**src/rtl/sdinit_pkg.sv**
```systemverilog
package sdinit_pkg;

    typedef enum logic [1:0] {
        CMD_NOP  = 2'd0,
        CMD_PALL = 2'd1,
        CMD_REF  = 2'd2,
        CMD_MRS  = 2'd3
    } sd_cmd_e;

    typedef enum logic [2:0] {
        ST_LOAD,
        ST_PWR,
        ST_GAP_RP,
        ST_REF,
        ST_GAP_RC,
        ST_MRS,
        ST_GAP_MW,
        ST_DONE
    } seq_st_e;

endpackage

```
**src/rtl/sdinit_downcnt.sv**
```systemverilog
module sdinit_downcnt #(
    parameter int W = 16
) (
    input  logic         clk,
    input  logic         rst_n,
    input  logic         load_i,
    input  logic [W-1:0] val_i,
    input  logic         dec_i,
    output logic         zero_o
);
    logic [W-1:0] cnt_d, cnt_q;

    always_comb begin
        cnt_d = cnt_q;
        if (load_i) begin
            cnt_d = val_i;
        end else if (dec_i && (cnt_q != '0)) begin
            cnt_d = cnt_q - W'(1);
        end
    end

    always_ff @(posedge clk or negedge rst_n) begin
        if (!rst_n) cnt_q <= '0;
        else        cnt_q <= cnt_d;
    end

    assign zero_o = (cnt_q == '0);
endmodule

```
**src/rtl/sdinit_cmd_drv.sv**
```systemverilog
module sdinit_cmd_drv
    import sdinit_pkg::*;
#(
    parameter int ADDR_W = 13,
    parameter int AP_BIT = 10
) (
    input  logic              clk,
    input  logic              rst_n,
    input  sd_cmd_e           cmd_i,
    input  logic [ADDR_W-1:0] mode_i,
    input  logic              done_i,
    output logic [1:0]        cmd_o,
    output logic [ADDR_W-1:0] addr_o,
    output logic              done_o
);
    localparam logic [ADDR_W-1:0] ALL_BANKS = ADDR_W'(1) << AP_BIT;

    typedef struct packed {
        sd_cmd_e           cmd;
        logic [ADDR_W-1:0] addr;
        logic              done;
    } bus_t;

    bus_t bus_d, bus_q;

    always_comb begin
        bus_d.cmd  = cmd_i;
        bus_d.done = done_i;
        case (cmd_i)
            CMD_PALL: bus_d.addr = ALL_BANKS;
            CMD_MRS:  bus_d.addr = mode_i;
            default:  bus_d.addr = '0;
        endcase
    end

    always_ff @(posedge clk or negedge rst_n) begin
        if (!rst_n) begin
            bus_q.cmd  <= CMD_NOP;
            bus_q.addr <= '0;
            bus_q.done <= 1'b0;
        end else begin
            bus_q <= bus_d;
        end
    end

    assign cmd_o  = bus_q.cmd;
    assign addr_o = bus_q.addr;
    assign done_o = bus_q.done;
endmodule

```
**src/rtl/sdram_init_seq.sv**
```systemverilog
module sdram_init_seq
    import sdinit_pkg::*;
#(
    parameter int PWR_W    = 16,
    parameter int ADDR_W   = 13,
    parameter int AP_BIT   = 10,
    parameter int GAP_W    = 2,
    parameter int NUM_REF  = 8,
    parameter int MRS_IDLE = 1
) (
    input  logic              clk,
    input  logic              rst_n,
    input  logic              start_i,
    input  logic [GAP_W-1:0]  trp_sel_i,
    input  logic [GAP_W-1:0]  trc_sel_i,
    input  logic [PWR_W-1:0]  pwr_wait_i,
    input  logic [ADDR_W-1:0] mode_val_i,
    output logic [1:0]        cmd_o,
    output logic [ADDR_W-1:0] addr_o,
    output logic              done_o
);
    localparam int REF_W = $clog2(NUM_REF + 1);
    localparam logic [REF_W-1:0] REF_LAST = REF_W'(NUM_REF);
    localparam logic [GAP_W-1:0] MW_GAP   = GAP_W'(MRS_IDLE - 1);

    typedef struct packed {
        seq_st_e          st;
        logic [REF_W-1:0] refs;
    } seq_t;

    seq_t             seq_d, seq_q;
    logic             pwr_load, pwr_dec, pwr_zero;
    logic             gap_load, gap_dec, gap_zero;
    logic [GAP_W-1:0] gap_val;
    sd_cmd_e          cmd_n;
    logic             done_n;

    always_comb begin
        seq_d    = seq_q;
        pwr_load = 1'b0;
        pwr_dec  = 1'b0;
        gap_load = 1'b0;
        gap_dec  = 1'b0;
        gap_val  = '0;
        cmd_n    = CMD_NOP;
        done_n   = 1'b0;
        case (seq_q.st)
            ST_LOAD: begin
                pwr_load   = 1'b1;
                seq_d.refs = '0;
                seq_d.st   = ST_PWR;
            end
            ST_PWR: begin
                if (pwr_zero) begin
                    cmd_n    = CMD_PALL;
                    gap_load = 1'b1;
                    gap_val  = trp_sel_i;
                    seq_d.st = ST_GAP_RP;
                end else begin
                    pwr_dec = 1'b1;
                end
            end
            ST_GAP_RP: begin
                if (gap_zero) seq_d.st = ST_REF;
                else          gap_dec  = 1'b1;
            end
            ST_REF: begin
                cmd_n      = CMD_REF;
                seq_d.refs = seq_q.refs + REF_W'(1);
                gap_load   = 1'b1;
                gap_val    = trc_sel_i;
                seq_d.st   = ST_GAP_RC;
            end
            ST_GAP_RC: begin
                if (gap_zero) begin
                    seq_d.st = (seq_q.refs == REF_LAST) ? ST_MRS : ST_REF;
                end else begin
                    gap_dec = 1'b1;
                end
            end
            ST_MRS: begin
                cmd_n    = CMD_MRS;
                gap_load = 1'b1;
                gap_val  = MW_GAP;
                seq_d.st = ST_GAP_MW;
            end
            ST_GAP_MW: begin
                if (gap_zero) seq_d.st = ST_DONE;
                else          gap_dec  = 1'b1;
            end
            ST_DONE: begin
                if (start_i) begin
                    seq_d.st = ST_LOAD;
                end else begin
                    done_n = 1'b1;
                end
            end
            default: seq_d.st = ST_LOAD;
        endcase
    end

    always_ff @(posedge clk or negedge rst_n) begin
        if (!rst_n) begin
            seq_q.st   <= ST_LOAD;
            seq_q.refs <= '0;
        end else begin
            seq_q <= seq_d;
        end
    end

    sdinit_downcnt #(.W(PWR_W)) u_pwr_cnt (
        .clk    (clk),
        .rst_n  (rst_n),
        .load_i (pwr_load),
        .val_i  (pwr_wait_i),
        .dec_i  (pwr_dec),
        .zero_o (pwr_zero)
    );

    sdinit_downcnt #(.W(GAP_W)) u_gap_cnt (
        .clk    (clk),
        .rst_n  (rst_n),
        .load_i (gap_load),
        .val_i  (gap_val),
        .dec_i  (gap_dec),
        .zero_o (gap_zero)
    );

    sdinit_cmd_drv #(.ADDR_W(ADDR_W), .AP_BIT(AP_BIT)) u_drv (
        .clk    (clk),
        .rst_n  (rst_n),
        .cmd_i  (cmd_n),
        .mode_i (mode_val_i),
        .done_i (done_n),
        .cmd_o  (cmd_o),
        .addr_o (addr_o),
        .done_o (done_o)
    );
endmodule

```
**config.mk**
```make
export PLATFORM = sky130hd
export DESIGN_NAME = sdram_init_seq
export DESIGN_NICKNAME = d
export VERILOG_FILES = /design/src/rtl/sdinit_pkg.sv /design/src/rtl/sdinit_downcnt.sv /design/src/rtl/sdinit_cmd_drv.sv /design/src/rtl/sdram_init_seq.sv
export SDC_FILE = /design/constraint.sdc
export NUM_CORES = 1
export LEC_CHECK = 0
export BUFFER_PORTS_ARGS = -buffer_cell sky130_fd_sc_hd__buf_4
export CORE_MARGIN = 1
export CORE_UTILIZATION = 40
export CTS_CLUSTER_SIZE = 10
export DETAILED_ROUTE_END_ITERATION = 10
export PLACE_DENSITY = 0.63
export SLEW_MARGIN = 40
export SYNTH_ARGS = -nofsm -noshare
export SYNTH_HDL_FRONTEND = slang
export SYNTH_SLANG_ARGS = --single-unit
```
**constraint.sdc**
```tcl
create_clock -name clk -period 5.8 [get_ports clk]
set_input_delay 1.16 -clock clk [delete_from_list [all_inputs] [get_ports clk]]
set_output_delay 1.16 -clock clk [all_outputs]
set_load 0.005 [all_outputs]
```
==> flow_summary_export.csv, run 1 <==
group,metric,value,unit
outcome,outcome,"completed",
logic_synthesis,syn_area,0.00218,mm^2
logic_synthesis,syn_avg_cell_area,9.30,um^2
final_layout,antenna_cells,0,
final_layout,area_delta_synth_final,23.7,%
worst_setup_path,cp_slowest_cell,"dfrtp_1",
grt,grt_pass1_vias,1786,
timing,hold_ws,0.495,ns
routing,met2_length,2.35,mm
logic_synthesis,synth_edf_count,0,
clock_tree,clkTransAtPathRegs,0.08,ns
timing,finalSetupViolations,0,
floorplan,initial_core_util,0.422,
floorplan,row_count,26,
worst_setup_path,r2r_start,"seq_q[4]$_DFFE_PN0P_",
clock_tree,clock_latency,0.30,ns
worst_setup_path,critPathLaunchType,"flip-flop",
logic_synthesis,ys_seq_elements,41,
placement,gp_congestion,0.851,
clock_tree,post_cts_resized,0,
clock_tree,clock_path_buffers,2,
routing,wl_met1,2.33,mm
power,switchingPower,0.460,mW
clock_tree,post_cts_buffers,0,
power,combPwrFrac,0.371,
power,max-vdd-ir-drop,0.230,mV
placement,hpwl,3.51,mm
power,p_clk_frac,0.190,
power,leakagePower,1.20,nW
routing,drt_first_pass_iters,4,
logic_synthesis,synth-async-reset-ratio,1.00,
timing,hold_viol,0,
clock_tree,root_buffer,"clkbuf_8",
grt,grt.total_usage,0.191,
min_path,worstHoldEndpoint,"seq_q[3]$_DFFE_PN0P_",
logic_synthesis,synthFlopType,"dfrtp_1",
routing,first_iter_violations,102,
grt,grt_pass1_wl,8.72,mm
timing,fin_setup_tns,0,ns
grt,antenna_found_initial,0,
clock_tree,cts_tree,"yes",
final_layout,multi_input_area,0.00106,mm^2
routing,ant_nets,0,
placement,place_area,0.00260,mm^2
timing,final_max_slew_viol_count,0,
routing,wl_per_cell,14.2,um
flow_run,cap_violations,0,
grt,grt_start_max_net_pins,42,
grt,grt_overflow_total,0,
worst_setup_path,r2r-end,"u_pwr_cnt.cnt_q[14]$_DFFE_PN0P_",
worst_setup_path,cpPeakStageDelay,0.82,ns
worst_setup_path,cp.arrival,2.60,ns
clock_tree,htree_levels,2,
final_layout,final_cell_area,0.00270,mm^2
routing,wirelength,4.95,mm
min_path,worstHoldPathType,"flip-flop to flip-flop",
power,p_int,0.730,mW
min_path,hold_start,"seq_q[3]$_DFFE_PN0P_",
floorplan,die_area,0.00576,mm^2
worst_setup_path,crit_path_end_kind,"flip-flop",
power,swShare,0.387,
final_layout,nNetsFinal,320,
routing,via_count,1875,
routing,wl_met3,216,um
routing,viasPerCell,5.37,
logic_synthesis,yosys_warnings,0,
logic_synthesis,seq_area_frac_synth,0.470,
logic_synthesis,synth_cell_types,46,
timing,period_share,0.409,
routing,drc,0,
clock_tree,cts.hold.buffers_added,0,
floorplan,io_pins,52,
worst_setup_path,cp.required,6.02,ns
timing,worst_pin_slew,0.729,ns
logic_synthesis,syn_nets,276,
floorplan,chipHeight,75.9,um
worst_setup_path,reg2reg_slack,3.43,ns
routing,top_layer,"met4",
worst_setup_path,setup.worst_path.class,"flip-flop to flip-flop",
timing,rsz0062_at_grt,"no",
timing,finalCriticalPeriod,2.37,ns
timing,finClkSkew,0.00505,ns
worst_setup_path,critPathMaxFanout,29,
timing,fmax,421,MHz
final_layout,register_area,0.00103,mm^2
clock_tree,numCtsBuffers,5,
floorplan,coreArea,0.00517,mm^2
power,power.density,441,mW/mm^2
worst_setup_path,worst-r2r-cell-count,4,
placement,io_buffers,51,
floorplan,dieWidth,75.9,um
timing,max_slew_margin,0.514,
power,power.share.sequential,0.439,
logic_synthesis,syn_inst,235,
final_layout,num-fill-cells,498,
worst_setup_path,worstPathCellList,"nor3b_2, nand3b_1, or4_1, a31oi_1",
min_path,hold_depth,1,
clock_tree,clock_sinks,41,
final_layout,final_layout_size_suffix_gt1_frac,0.247,
==> layout by cell type (no fill, tap or decap), types with 2 or more instances in the layout <==
master	synthesis	routed
o21ai_0	8	8
and3_1	3	3
o211ai_1	6	6
a31oi_1	10	10
nor2_1	18	18
nand2b_1	3	3
and2_1	12	12
nand3_1	13	13
nand3b_1	3	3
inv_1	11	11
nor3b_1	3	3
buf_4	1	51
or2_2	4	4
mux2i_1	2	2
nor3_1	10	10
nand2_1	13	13
a21oi_1	12	12
o311ai_0	2	2
ha_1	5	5
o22ai_1	3	3
clkbuf_8	0	5
or3_1	8	7
or4_1	5	5
dfrtp_1	41	41
o31ai_1	5	5
nor4_2	2	2
==> registers in the layout, indices dropped and copies added, names as in the netlist <==
name             cells
u_drv.addr_o        13
seq_q                7
u_drv.done_o         1
u_drv.cmd_o          2
u_gap_cnt.cnt_q      2
u_pwr_cnt.cnt_q     16
==> synthesized netlist by cell type, types with 2 or more instances <==
cell type,number,area share
clkbuf_1,11,0.019
inv_1,11,0.019
buf_2,2,0.0046
and2_1,12,0.034
nor4_2,2,0.011
nand2b_1,3,0.0086
ha_1,5,0.029
nor3_1,10,0.023
nor3b_1,3,0.010
dfrtp_1,41,0.47
or3_1,8,0.023
nor2_1,18,0.031
o31ai_1,5,0.017
or2_2,4,0.011
o21ai_0,8,0.018
a31oi_1,10,0.029
o311ai_0,2,0.0080
a21oi_1,12,0.027
nand3b_1,3,0.010
nand3_1,13,0.030
mux2i_1,2,0.0092
o211ai_1,6,0.021
o22ai_1,3,0.0086
and3_1,3,0.0086
or4_1,5,0.017
nand2_1,13,0.022
==> per-layer routing <==
metal	GRT usage	vias up
met1	0.258	888
met5	0	-
met2	0.310	35
met4	0.0519	0
met3	0.0422	5
li1	-	947
==> critical path, delay by kind of cell (launching register included) <==
| kind | cells | cell delay, ns |
|---|---|---|
| AOI/OAI and AO/OA | 1 | 0.16 |
| and+or+nand+nor | 3 | 1.32 |
| DFF | 1 | 0.82 |
==> how the worst max path moves through the flow <==
stage	from	to	slack, ns	cells after the start
after detailed placement	seq_q[4]$_DFFE_PN0P_	u_pwr_cnt.cnt_q[14]$_DFFE_PN0P_	3.44	4
final	seq_q[4]$_DFFE_PN0P_	u_pwr_cnt.cnt_q[14]$_DFFE_PN0P_	3.43	4
after global routing	seq_q[4]$_DFFE_PN0P_	u_pwr_cnt.cnt_q[14]$_DFFE_PN0P_	3.17	4
after CTS	seq_q[4]$_DFFE_PN0P_	u_pwr_cnt.cnt_q[14]$_DFFE_PN0P_	3.42	4
after floorplan	u_pwr_cnt.cnt_q[0]$_DFFE_PN0P_	u_pwr_cnt.cnt_q[10]$_DFFE_PN0P_	3.88	6
after global placement	seq_q[4]$_DFFE_PN0P_	u_pwr_cnt.cnt_q[14]$_DFFE_PN0P_	3.49	4
==> power groups by stage <==
| stage | sequential, mW | combinational, mW | clock [mW] |
|---|---|---|---|
| finish | 0.522 | 0.442 | 0.226 |
| floorplan | 0.464 | 0.366 | 0 |
| global route | 0.542 | 0.519 | 0.247 |
| global placement | 0.525 | 0.437 | 0 |
| detailed placement | 0.525 | 0.447 | 0 |
| CTS | 0.520 | 0.448 | 0.234 |
==> cell families after synthesis <==
logic type      share of synthesized area
compound gates                      0.167
fa+ha+maj                          0.0286
flops                               0.470
simple gates                        0.279
mux                               0.00916
buf+inv                            0.0458
==> per-stage QoR <==
step	total power, mW	cells	setup WS, ns	utilization
after floorplan	0.830	235	3.88	-
after global placement	0.962	342	3.49	0.502
after detailed placement	0.971	342	3.44	0.502
after CTS	1.20	349	3.42	0.522
after global routing	1.31	349	3.17	0.522
final	1.19	349	3.43	0.522
==> layout make-up <==
| type | instances | area share |
|---|---|---|
| Inverter | 11 | 0.0153 |
| Clock inverter | 2 | 0.0130 |
| Tap cell | 70 | 0.0324 |
| Clock buffer | 5 | 0.0255 |
| Timing Repair Buffer | 51 | 0.142 |
| Sequential cell | 41 | 0.380 |
| Multi-Input combinational cell | 169 | 0.392 |
Note: power is estimated with default switching activity, not from simulation.
==> inputs of run 2 (changes only) <==
PLACE_DENSITY = 0.66   (was 0.63)
clock period = 1.9 ns   (was 5.8 ns; I/O delays follow)
==> run 2 against run 1 <==
Against the previous run:
- die area unchanged
- via count increased by 7.2%
- clock skew increased by 0.0030 ns
- worst setup slack got worse by 3.4 ns
- first-iteration DRC count increased by 6.9%
- highest routed layer unchanged
==> flow_summary_export.csv, run 2 (synthesis gave the netlist of run 1 again) <==
group,metric,value,unit
routing,drt_first_pass_iters,4,
final_layout,antenna_cells,0,
placement,place_area,0.00278,mm^2
clock_tree,root_buffer,"clkbuf_8",
floorplan,io_pins,52,
outcome,outcome,"completed",
final_layout,final_core_util,0.575,
worst_setup_path,setup.worst_path.class,"flip-flop to flip-flop",
power,leakagePower,1.33,nW
worst_setup_path,cp.required,2.12,ns
power,combPwrFrac,0.488,
final_layout,nNetsFinal,346,
final_layout,area_delta_synth_final,36.1,%
placement,io_buffers,51,
timing,period_share,0.991,
worst_setup_path,cp.arrival,2.10,ns
timing,hold_viol,0,
power,power.share.sequential,0.363,
placement,gp_congestion,0.806,
clock_tree,cts_tree,"yes",
floorplan,initial_core_util,0.422,
worst_setup_path,r2r-end,"u_pwr_cnt.cnt_q[11]$_DFFE_PN0P_",
final_layout,final_layout_size_suffix_gt1_frac,0.344,
worst_setup_path,crit_path_end_kind,"flip-flop",
grt,grt_overflow_total,0,
timing,fmax,531,MHz
worst_setup_path,critPathMaxFanout,4,
final_layout,final_cell_area,0.00297,mm^2
floorplan,coreArea,0.00517,mm^2
floorplan,dieWidth,75.9,um
worst_setup_path,reg2reg_slack,0.02,ns
timing,finalSetupViolations,0,
routing,drc,0,
worst_setup_path,worst-r2r-cell-count,7,
grt,antenna_found_initial,0,
worst_setup_path,r2r_start,"u_pwr_cnt.cnt_q[1]$_DFFE_PN0P_",
floorplan,chipHeight,75.9,um
timing,max_slew_margin,0.653,
grt,grt_pass1_vias,1921,
final_layout,mostFrequentLayoutCells,"buf_4 (74), dfrtp_1 (41), nor2_1 (18)",
power,swShare,0.395,
routing,ant_nets,0,
floorplan,row_count,26,
final_layout,largest-register,"u_pwr_cnt.cnt_q",
routing,wl_per_cell,14.6,um
grt,grt_pass1_wl,9.35,mm
min_path,worstHoldPathType,"input pin to async pin",
placement,hpwl,3.89,mm
clock_tree,cts.hold.buffers_added,0,
timing,finalCriticalPeriod,1.88,ns
routing,via_count,2010,
power,power.density,1340,mW/mm^2
final_layout,final_common_cell,"buf_4",
power,max-vdd-ir-drop,0.542,mV
timing,finClkSkew,0.00810,ns
routing,first_iter_violations,109,
routing,wirelength,5.47,mm
clock_tree,clock_path_buffers,2,
clock_tree,clkTransAtPathRegs,0.08,ns
floorplan,die_area,0.00576,mm^2
final_layout,largest_register_ffs,16,
grt,grt.total_usage,0.203,
worst_setup_path,critPathLaunchType,"flip-flop",
clock_tree,clock_sinks,41,
timing,final_max_slew_viol_count,0,
timing,rsz0062_at_grt,"yes",
flow_run,cap_violations,0,
routing,viasPerCell,5.36,
timing,hold_ws,0.0622,ns
power,p_int,2.42,mW
power,switchingPower,1.58,mW
clock_tree,numCtsBuffers,5,
grt,grt_start_max_net_pins,42,
timing,worst_pin_slew,0.521,ns
clock_tree,clock_latency,0.29,ns
clock_tree,htree_levels,2,
power,p_clk_frac,0.149,
==> run 2: cell count changes in the layout (fill, tap and decap cells not counted), sizes merged <==
| cell | delta |
|---|---|
| clkbuf | +1 |
| bufinv | -1 |
| clkinv | -1 |
| buf | +26 |
| clkinvlp | +1 |
==> run 2: timing repair <==
action	CTS	global route
endpoints found under the setup margin	5	18
cloned	0	0
buffers inserted	0	2
pin swaps	1	9
gates resized for setup	2	16
==> run 2: worst max path at each step <==
stage / end / from / cells past startpoint
4_1_cts: u_pwr_cnt.cnt_q[8]$_DFFE_PN0P_ / u_pwr_cnt.cnt_q[3]$_DFFE_PN0P_ / 4
6_report: u_pwr_cnt.cnt_q[11]$_DFFE_PN0P_ / u_pwr_cnt.cnt_q[1]$_DFFE_PN0P_ / 7
3_5_place_dp: u_pwr_cnt.cnt_q[13]$_DFFE_PN0P_ / u_pwr_cnt.cnt_q[1]$_DFFE_PN0P_ / 6
5_1_grt: u_pwr_cnt.cnt_q[13]$_DFFE_PN0P_ / u_pwr_cnt.cnt_q[3]$_DFFE_PN0P_ / 6
2_1_floorplan: u_pwr_cnt.cnt_q[8]$_DFFE_PN0P_ / u_pwr_cnt.cnt_q[2]$_DFFE_PN0P_ / 4
3_3_place_gp: u_pwr_cnt.cnt_q[10]$_DFFE_PN0P_ / u_pwr_cnt.cnt_q[1]$_DFFE_PN0P_ / 6
==> run 2: critical path: stages, from the launching register on <==
cell and delay, ns:
dfrtp_1 0.42, inv_2 0.09, ha_4 0.12, or4b_4 0.49, o211ai_1 0.30, buf_4 0.17
o41ai_2 0.05, a21oi_1 0.16
==> run 2: cell type report <==
type | instances | area, um^2
inverters | 11 | 41.3
clock inverters | 1 | 7.51
clock buffers | 6 | 82.6
well taps | 70 | 87.6
repair buffers | 77 | 589
fillers | 472 | 2200
multi-input cells | 169 | 1140
flip-flops and latches | 41 | 1030
==> run 2: stage by stage <==
| step | TNS, ns | worst slack, ns | power [mW] | cells |
|---|---|---|---|---|
| 2_1_floorplan | 0 | 0.0214 | 2.54 | 235 |
| 3_3_place_gp | -0.0612 | -0.0207 | 3.21 | 366 |
| 3_5_place_dp | -0.320 | -0.0716 | 3.26 | 366 |
| 4_1_cts | 0 | 0.00697 | 3.87 | 373 |
| 5_1_grt | -0.104 | -0.0431 | 4.34 | 375 |
| 6_report | 0 | 0.0172 | 4.00 | 375 |
==> run 2: per-layer routing <==
layer / part of all wire / track usage / vias to the layer above / wire length (um)
li1: - / - / 998 / -
met1: 0.48 / 0.274 / 960 / 2600
met2: 0.47 / 0.329 / 44 / 2590
met3: 0.037 / 0.0470 / 8 / 202
met4: 0.014 / 0.0558 / 0 / 74
met5: 0 / 0 / - / 0
==> run 2: power by group through the flow <==
stage	Sequential [mW]	Combinational, mW	Clock [mW]
floorplan	1.42	1.12	0
global placement	1.44	1.77	0
detailed placement	1.44	1.82	0
CTS	1.43	1.84	0.607
global route	1.50	2.18	0.653
finish	1.45	1.95	0.595
==> inputs of run 3 (changes only) <==
SYNTH_HIERARCHICAL = 1   (was default)
==> run 3 against run 2 <==
Against the previous run:
- the flow now finishes with violations (negative setup slack)
- clock power rose by 4.7%
- synthesized cell count unchanged
- clock-buffer cell count fell by 1
- flip-flop and latch count stayed put
- sequential share of layout area fell by 4.5 points
- die area increased by 3.1%
- via count is 8.1% higher
- routed wire length rose by 8.0%
- utilization is 7.3 points higher
- fmax decreased by 21%
- first-iteration DRC count is 19% lower
- clock skew decreased by 0.00060 ns
==> flow_summary_export.csv, run 3 <==
group,metric,value,unit
timing,max_slew_margin,0.615,
outcome,violations,"negative setup slack",
min_path,worstHoldPathType,"input pin to async pin",
grt,grt.total_usage,0.207,
grt,grt_pass1_wl,9.79,mm
floorplan,dieWidth,77.1,um
power,switchingPower,0.759,mW
placement,place_inst,390,
clock_tree,clock_latency,0.30,ns
clock_tree,clkTransAtPathRegs,0.09,ns
logic_synthesis,synth_edf_count,0,
routing,first_iter_violations,88,
logic_synthesis,yosysTopAreaCell,"dfrtp_1",
floorplan,coreArea,0.00527,mm^2
clock_tree,numCtsBuffers,5,
worst_setup_path,setup.worst_path.class,"flip-flop to flip-flop",
routing,drc,0,
worst_setup_path,critPathLaunchType,"flip-flop",
final_layout,nNetsFinal,376,
worst_setup_path,crit_top_cell,"inv_2",
worst_setup_path,worstPathCellList,"inv_2, ha_4, nor4b_4, nand4_1, inv_2, or2_4, nor2_4, and4bb_2, nand2_2, or4_1, a31oi_1",
placement,io_buffers,51,
routing,via_count,2172,
grt,antenna_found_initial,0,
logic_synthesis,synthFlopType,"dfrtp_1",
grt,grt_overflow_total,0,
power,power.density,690,mW/mm^2
routing,ant_nets,0,
worst_setup_path,cpPeakStageDelay,0.47,ns
floorplan,die_area,0.00594,mm^2
timing,hold_ws,0.0426,ns
worst_setup_path,cp.required,2.13,ns
power,max-vdd-ir-drop,0.343,mV
final_layout,num-fill-cells,449,
clock_tree,cts.hold.buffers_added,0,
logic_synthesis,yosys_warnings,6,
final_layout,largest_register_ffs,16,
final_layout,final_core_util,0.648,
timing,finalSetupViolations,20,
logic_synthesis,ys_seq_elements,41,
routing,wirelength,5.90,mm
logic_synthesis,synth_top_area_frac,0.455,
worst_setup_path,crit_path_end_kind,"flip-flop",
timing,finClkSkew,0.00750,ns
timing,rsz0062_at_grt,"yes",
final_layout,mostFrequentLayoutCells,"buf_4 (95), dfrtp_1 (41), nor2_1 (18)",
final_layout,antenna_cells,0,
clock_tree,clock_sinks,41,
outcome,outcome,"finished with violations",
final_layout,final_common_cell,"buf_4",
logic_synthesis,syn_area,0.00225,mm^2
placement,place_area,0.00308,mm^2
floorplan,initial_core_util,0.428,
flow_run,cap_violations,0,
logic_synthesis,yosys-top-cells-count,"dfrtp_1 (41), nor2_1 (21), nand2_1 (18)",
routing,wl_per_cell,14.5,um
grt,grt_start_max_net_pins,42,
final_layout,area_delta_synth_final,51.5,%
grt,grt_pass1_vias,2158,
logic_synthesis,synth_cell_types,54,
floorplan,io_pins,52,
clock_tree,htree_levels,2,
power,p_int,1.60,mW
power,power.share.sequential,0.436,
timing,fin_setup_tns,-5.39,ns
final_layout,final_cell_area,0.00341,mm^2
clock_tree,clock_path_buffers,2,
logic_synthesis,ys_top_cells_by_area,"dfrtp_1 (46%), nor2_1 (3.5%), nand2_1 (3.0%), and3_1 (2.5%), a21oi_1 (2.2%)",
logic_synthesis,syn_avg_cell_area,9.59,um^2
routing,drt_first_pass_iters,4,
clock_tree,root_buffer,"clkbuf_8",
worst_setup_path,worstPathBufferInverterCount,2,
timing,period_share,1.25,
timing,fmax,419,MHz
logic_synthesis,seq_area_frac_synth,0.455,
logic_synthesis,syn_nets,275,
worst_setup_path,critPathMaxFanout,4,
logic_synthesis,synth-async-reset-ratio,1.00,
final_layout,largest-register,"u_pwr_cnt/cnt_q",
floorplan,chipHeight,77.1,um
routing,viasPerCell,5.34,
timing,finalCriticalPeriod,2.38,ns
final_layout,final_layout_size_suffix_gt1_frac,0.472,
timing,worst_pin_slew,0.573,ns
placement,hpwl,4.04,mm
timing,hold_viol,0,
worst_setup_path,cp.arrival,2.61,ns
power,leakagePower,1.65,nW
power,combPwrFrac,0.300,
clock_tree,cts_tree,"yes",
final_layout,fin_cells,407,
worst_setup_path,cpLargestDelayFamily,"simple AND/OR/NAND/NOR gates",
worst_setup_path,cp_slowest_cell,"or4_1",
timing,final_max_slew_viol_count,0,
power,swShare,0.322,
logic_synthesis,syn_inst,235,
placement,gp_congestion,0.828,
logic_synthesis,yosysMostFrequentCell,"dfrtp_1",
timing,layout_setup_ws,-0.484,ns
power,p_clk_frac,0.264,
floorplan,row_count,26,
-- run 3: cell count changes in the layout (fill, tap and decap cells not counted), moves of 6 or more --
cell,before,now
and3_4,0,7
o21ai_1,0,9
nand3_1,11,3
buf_4,74,95
and2_1,12,1
nor3_1,10,3
nor2b_1,0,6
buf_6,3,10
-- run 3: worst register-to-register path, stage by stage (launching register included) --
cell	delay (ns)
dfrtp_1	0.37
inv_2	0.06
ha_4	0.16
nor4b_4	0.13
nand4_1	0.13
inv_2	0.06
or2_4	0.24
nor2_4	0.11
and4bb_2	0.30
nand2_2	0.08
or4_1	0.47
a31oi_1	0.20
-- run 3: worst paths after layout --
check,start,to,slack (ns),cells past startpoint
min,rst_n,u_pwr_cnt/cnt_q[1]$_DFFE_PN0P_,0.04,1
min in group clk,pwr_wait_i[6],u_pwr_cnt/cnt_q[6]$_DFFE_PN0P_,0.28,3
max reg2reg,u_pwr_cnt/cnt_q[1]$_DFFE_PN0P_,u_pwr_cnt/cnt_q[8]$_DFFE_PN0P_,-0.48,11
max,u_pwr_cnt/cnt_q[1]$_DFFE_PN0P_,u_pwr_cnt/cnt_q[8]$_DFFE_PN0P_,-0.48,11
min reg2reg,seq_q[1]$_DFFE_PN0P_,seq_q[1]$_DFFE_PN0P_,0.58,1
max in group asynchronous,rst_n,u_pwr_cnt/cnt_q[14]$_DFFE_PN0P_,1.50,1
-- run 3: power groups by stage --
stage          sequential (mW)  combinational [mW]  clock, mW
4_1_cts                   1.03               0.689      0.644
3_5_place_dp              1.04               0.643          0
2_1_floorplan             1.07               0.278          0
6_report                  1.03               0.707      0.623
5_1_grt                   1.04               0.759      0.685
3_3_place_gp              1.04               0.631          0
-- run 3: final cells by class --
class / count / area (um^2) / share of cell area
Sequential cell: 41 / 1030 / 0.300
Multi-Input combinational cell: 170 / 1330 / 0.390
Inverter: 13 / 48.8 / 0.0143
Clock buffer: 5 / 68.8 / 0.0202
Tap cell: 70 / 87.6 / 0.0257
Clock inverter: 3 / 25.0 / 0.00733
Timing Repair Buffer: 105 / 826 / 0.242
-- run 3: repair_timing --
action | CTS | global route
pin swaps | 17 | 23
gates resized for setup | 21 | 24
endpoints found under the setup margin | 30 | 32
buffers inserted | 12 | 4
gates cloned | 1 | 0
-- run 3: per-stage QoR --
step,worst slack (ns),power (mW)
finish,-0.484,2.36
global route,-0.582,2.48
CTS,-0.471,2.36
detailed placement,-0.464,1.69
global placement,-0.393,1.67
floorplan,-0.576,1.35
-- run 3: cells by family after synthesis --
| group | count (synthesis) | share of synthesized area |
|---|---|---|
| DFF | 41 | 0.455 |
| muxes | 4 | 0.0183 |
| AOI/OAI and AO/OA | 53 | 0.164 |
| buffers and inverters | 24 | 0.0550 |
| and+or+nand+nor | 108 | 0.281 |
| xor gates and xnor gates | 1 | 0.00389 |
| adders and majority gates | 4 | 0.0222 |
-- run 3: routing by layer --
layer,track usage,share of wire
met4,0.0660,0.016
met3,0.0548,0.064
met2,0.343,0.49
met1,0.263,0.43
met5,0,0
